**src/rtl/wp_guard_pkg.sv**
```systemverilog
package wp_guard_pkg;

  typedef enum logic {
    SPACE_ARRAY = 1'b0,
    SPACE_REG   = 1'b1
  } space_e;

  typedef enum logic [1:0] {
    WP_NONE    = 2'b00,
    WP_QUARTER = 2'b01,
    WP_HALF    = 2'b10,
    WP_ALL     = 2'b11
  } wp_code_e;

  // Guard decision from the protection code and the top two address bits.
  function automatic logic region_guarded(input logic [1:0] code,
                                          input logic [1:0] top2);
    logic g;
    case (code)
      WP_NONE:    g = 1'b0;
      WP_QUARTER: g = (top2 == 2'b00);
      WP_HALF:    g = ~top2[1];
      default:    g = 1'b1;
    endcase
    return g;
  endfunction

  // Inclusive window membership on a register address.
  function automatic logic in_window(input logic [15:0] a,
                                     input logic [15:0] lo,
                                     input logic [15:0] hi);
    return (a >= lo) && (a <= hi);
  endfunction

endpackage

```
**src/rtl/wp_region_dec.sv**
```systemverilog
module wp_region_dec
  import wp_guard_pkg::*;
#(
  parameter int AW = 10
) (
  input  logic [1:0]    wp_code,
  input  logic [AW-1:0] addr,
  output logic          guarded
);
  localparam int TOP = AW - 1;

  logic [1:0] top2;

  generate
    if (AW >= 2) begin : g_wide
      assign top2 = addr[TOP -: 2];
    end else begin : g_narrow
      assign top2 = {addr[0], 1'b0};
    end
  endgenerate

  assign guarded = region_guarded(wp_code, top2);
endmodule

```
**src/rtl/wp_reg_decode.sv**
```systemverilog
module wp_reg_decode
  import wp_guard_pkg::*;
#(
  parameter int          RAW      = 8,
  parameter logic [15:0] CTRL_ADR = 16'h000B,
  parameter logic [15:0] LOCK_LO  = 16'h0011,
  parameter logic [15:0] LOCK_HI  = 16'h0018
) (
  input  logic [RAW-1:0] addr,
  input  logic           lock,
  output logic           is_ctrl,
  output logic           sealed
);
  logic [15:0] a_ext;

  assign a_ext   = 16'(addr);
  assign is_ctrl = (a_ext == CTRL_ADR);
  assign sealed  = lock & in_window(a_ext, LOCK_LO, LOCK_HI);
endmodule

```
**src/rtl/wp_cfg_regs.sv**
```systemverilog
module wp_cfg_regs #(
  parameter int DW       = 8,
  parameter int LOCK_BIT = 7,
  parameter int WP_LSB   = 0
) (
  input  logic          clk,
  input  logic          rst_n,
  input  logic          ctrl_we,
  input  logic [DW-1:0] wdata,
  output logic [1:0]    wp_code,
  output logic          lock
);
  always_ff @(posedge clk or negedge rst_n) begin
    if (!rst_n) begin
      wp_code <= 2'b00;
      lock    <= 1'b0;
    end else if (ctrl_we) begin
      wp_code <= wdata[WP_LSB +: 2];
      lock    <= lock | wdata[LOCK_BIT];
    end
  end
endmodule

```
**src/rtl/wp_guard_ctrl.sv**
```systemverilog
module wp_guard_ctrl
  import wp_guard_pkg::*;
#(
  parameter int          ARRAY_AW = 10,
  parameter int          REG_AW   = 8,
  parameter int          DW       = 8,
  parameter int          LOCK_BIT = 7,
  parameter int          WP_LSB   = 0,
  parameter logic [15:0] CTRL_ADR = 16'h000B,
  parameter logic [15:0] LOCK_LO  = 16'h0011,
  parameter logic [15:0] LOCK_HI  = 16'h0018
) (
  input  logic                clk,
  input  logic                rst_n,
  input  logic                req_valid,
  input  logic                req_space,
  input  logic [ARRAY_AW-1:0] req_addr,
  input  logic [DW-1:0]       req_wdata,
  output logic                arr_we,
  output logic                reg_we,
  output logic                wr_reject,
  output logic [ARRAY_AW-1:0] wr_addr,
  output logic [DW-1:0]       wr_data,
  output logic [1:0]          cfg_wp,
  output logic                cfg_lock
);
  // Named internal events
  logic arr_req, reg_req;
  logic arr_guarded, reg_is_ctrl, reg_sealed;
  logic arr_block, reg_block, ctrl_we;
  logic arr_ok, reg_ok;

  assign arr_req = req_valid & (req_space == SPACE_ARRAY);
  assign reg_req = req_valid & (req_space == SPACE_REG);

  wp_region_dec #(.AW(ARRAY_AW)) u_region (
    .wp_code (cfg_wp),
    .addr    (req_addr),
    .guarded (arr_guarded)
  );

  wp_reg_decode #(
    .RAW      (REG_AW),
    .CTRL_ADR (CTRL_ADR),
    .LOCK_LO  (LOCK_LO),
    .LOCK_HI  (LOCK_HI)
  ) u_regdec (
    .addr    (req_addr[REG_AW-1:0]),
    .lock    (cfg_lock),
    .is_ctrl (reg_is_ctrl),
    .sealed  (reg_sealed)
  );

  assign arr_block = arr_req & arr_guarded;
  assign reg_block = reg_req & reg_sealed & ~reg_is_ctrl;
  assign arr_ok    = arr_req & ~arr_guarded;
  assign reg_ok    = reg_req & ~reg_block;
  assign ctrl_we   = reg_ok & reg_is_ctrl;

  wp_cfg_regs #(
    .DW       (DW),
    .LOCK_BIT (LOCK_BIT),
    .WP_LSB   (WP_LSB)
  ) u_cfg (
    .clk     (clk),
    .rst_n   (rst_n),
    .ctrl_we (ctrl_we),
    .wdata   (req_wdata),
    .wp_code (cfg_wp),
    .lock    (cfg_lock)
  );

  always_ff @(posedge clk or negedge rst_n) begin
    if (!rst_n) begin
      arr_we    <= 1'b0;
      reg_we    <= 1'b0;
      wr_reject <= 1'b0;
      wr_addr   <= '0;
      wr_data   <= '0;
    end else begin
      arr_we    <= arr_ok;
      reg_we    <= reg_ok;
      wr_reject <= arr_block | reg_block;
      if (req_valid) begin
        wr_addr <= req_addr;
        wr_data <= req_wdata;
      end
    end
  end
endmodule

```
**config.mk**
```make
export PLATFORM = sky130hd
export DESIGN_NAME = wp_guard_ctrl
export DESIGN_NICKNAME = d
export VERILOG_FILES = /design/src/rtl/wp_guard_pkg.sv /design/src/rtl/wp_region_dec.sv /design/src/rtl/wp_reg_decode.sv /design/src/rtl/wp_cfg_regs.sv /design/src/rtl/wp_guard_ctrl.sv
export SDC_FILE = /design/constraint.sdc
export NUM_CORES = 1
export LEC_CHECK = 0
export ABC_AREA = 1
export BUFFER_PORTS_ARGS = -buffer_cell sky130_fd_sc_hd__buf_2
export CAP_MARGIN = 40
export CORE_ASPECT_RATIO = 1.75
export CORE_MARGIN = 3
export CORE_UTILIZATION = 25
export CTS_CLUSTER_SIZE = 10
export DETAILED_ROUTE_END_ITERATION = 8
export PLACE_DENSITY = 0.54
export SLEW_MARGIN = 10
export SYNTH_ARGS = -nofsm -noshare
export SYNTH_HDL_FRONTEND = slang
export SYNTH_SLANG_ARGS = --single-unit
export TNS_END_PERCENT = 1
```
**constraint.sdc**
```tcl
create_clock -name clk -period 1.1 [get_ports clk]
set_clock_uncertainty 0.05 [all_clocks]
set_input_delay 0 -clock clk [delete_from_list [all_inputs] [get_ports clk]]
set_output_delay 0 -clock clk [all_outputs]
set_load 0.01 [all_outputs]
```
==> reports/qor.txt <==
largest net degree at the start of global routing = 25
routability cong. = 0.742
initial core utilization = 26.4%
initial antenna violation count = 0
Rel. slew slack = 63.8%
PwrDens = 1190 nW/µm²
Post-Syn Area = 1040 µm²
Final Hold Fails = 0
Synth Warn # = 0
via count = 1,001
Die Y = 91.4 µm
Inserted Diodes = 0
vias in the first global route = 1,017
sequential share of the synthesized area = 57.6%
Worst Path Required = 1.21 ns
post-synthesis instance total = 124
Synth top area share = 57.6%
CTS tree = yes
WP data arrival = 1.16 ns
Worst Hold Class = input pin to register
Max Slew Vio Count = 0
commonest non-fill, non-tap cells in the layout = 60 x nand2_1, 43 x buf_2, 24 x dfrtp_1, 21 x dlygate4sd3_1, 8 x inv_1
most common cell after layout, fill and taps aside = nand2_1
peak supply drop = 0.637 mV
clk buf depth = 2
kind of critical path = input pin to register
Tmin final = 1.06 ns
DRC viols = 0
crit-path max FO = 5
layout cells sized above 1 = 33.2%
leakage power = 0.886 nW
Routed wire per std cell = 11.0 µm
GR Util All Layers = 11.9%
Synth Register Bits = 24
worst skew pair latency = 0.26 ns
RSZ-0062 raised after global routing = yes
final setup vio count = 0
PnR worst setup slack = 0.0449 ns
total design power = 0.00192 W
H-Tree Depth = 1
outcome = finished, final reports clean
non-filler cells, final = 241
synth unique cells = 19
Synth Area per Inst = 8.41 µm²
first-pass GRT wire length = 4.48 mm
Chip Width = 54.8 µm
IO Pins = 46
DRT iter0 DRCs = 15
number of port buffers = 45
Vias/cell = 4.15
hold_ws = 0.118 ns
Post-Place Cells = 216
Die Outline Area = 5010 µm²
Max Fclk = 948 MHz
post-route cell area = 1620 µm²
synth-to-layout area growth = 55.1%
Syn Nets = 146
worst slew pin tran = 0.542 ns
Tcrit/Tclk final = 95.9%
nets@finish = 216
Yosys top cell by area = dfrtp_1
crit path launch type = input pin
root buf cell = clkbuf_8
Num CTS Buffers = 3
post-route ant nets = 0
critical path capture point type = register
GRT Residual Overflow = 0
HPWL after detailed placement = 1.99 mm
Area contributors post-synth = dfrtp_1 58%, nand2_1 22%, inv_1 3.6%
clock sink count = 24
final WL = 2.64 mm
detailed-router iteration count before antenna repair = 3
Post-CTS Setup Repair Bufs = 0
CORE AREA = 3940 µm²
# rows = 30
Post-DP Area = 1330 µm²
Max Cap Viol = 0
Setup WS pre-CTS = 0.0813 ns
Worst-path clk slew = 0.08 ns
synth_stat cells:
cell type	count
clkbuf_1	1
nand2_2	2
or2_0	1
nand4_1	3
nor2_1	6
buf_2	2
o31ai_1	1
nand2_1	60
nor2_4	1
o21ai_0	4
inv_4	1
nand3_1	2
nand2_4	2
buf_4	1
a21oi_1	1
inv_1	10
o21ai_1	1
dfrtp_1	24
nand3_2	1
critical path, cell delays in order:
cell and delay (ns):
dlygate4sd3_1 0.55, buf_6 0.13, nand2_4 0.07, inv_4 0.05
nand2_2 0.07, nor2_4 0.04, nand2_4 0.08, nand3_2 0.07
nand2_1 0.06, nand2_1 0.04
registers in the layout, summed over array words and instances, names as in the netlist:
name	cells
wr_addr	10
wr_data	8
u_cfg.wp_code	2
arr_we	1
reg_we	1
u_cfg.lock	1
wr_reject	1
layer usage:
layer	share of wire, %	up-vias	track usage [%]
met4	0.91	0	3.74
met2	54	20	20.1
met3	4.3	2	1.48
met5	0	-	0
met1	41	462	14.9
li1	-	517	-
kinds of logic (layout without fill, tap and decap cells):
family                 count (synthesis)  count (layout)  synth area share (%)
DFF                                   24              24                  57.6
buffers and inverters                 15              84                  6.24
and+or+nand+nor                       78              78                  32.5
AOI/OAI and AO/OA                      7               7                  3.60
where the power goes:
part           leakage [nW]  switching, W  internal, W  total [W]
clock network        0.0288      0.000274     0.000319   0.000593
registers             0.295     0.0000324     0.000946   0.000978
logic                 0.562      0.000183     0.000170   0.000353
what timing repair did:
| item | 4_1_cts | 5_1_grt |
|---|---|---|
| endpoints found under the hold margin | 47 | 1 |
| setup endpoints to repair | 0 | 4 |
| hold buffers | 21 | 1 |
| resized for setup | 0 | 8 |
worst paths after layout:
kind | startpoint | endpoint | slack, ns | cells past startpoint
max in group asynchronous | rst_n | wr_reject$_DFF_PN0_ | 0.44 | 2
max | req_space | u_cfg.wp_code[1]$_DFFE_PN0P_ | 0.04 | 10
max reg2reg | u_cfg.lock$_DFFE_PN0P_ | u_cfg.wp_code[1]$_DFFE_PN0P_ | 0.07 | 8
min in group asynchronous | rst_n | wr_addr[3]$_DFFE_PN0P_ | 0.20 | 2
min reg2reg | wr_data[4]$_DFFE_PN0P_ | wr_data[4]$_DFFE_PN0P_ | 0.42 | 2
min | req_addr[2] | reg_we$_DFF_PN0_ | 0.12 | 6
through the flow:
step                util (%)  TNS (ns)
floorplan                  -         0
finish                  41.0         0
detailed placement      33.7         0
global placement        33.7         0
global route            41.0   -0.0491
CTS                     40.4         0
layout make-up:
cell class / count / area (µm²)
fill: 423 / 2320
clock buffer: 4 / 55.1
sequential: 24 / 601
inverter: 11 / 43.8
tap: 48 / 60.1
timing repair buffer: 69 / 470
multi-input combinational: 85 / 387
Power figures use the tool's default switching activity.
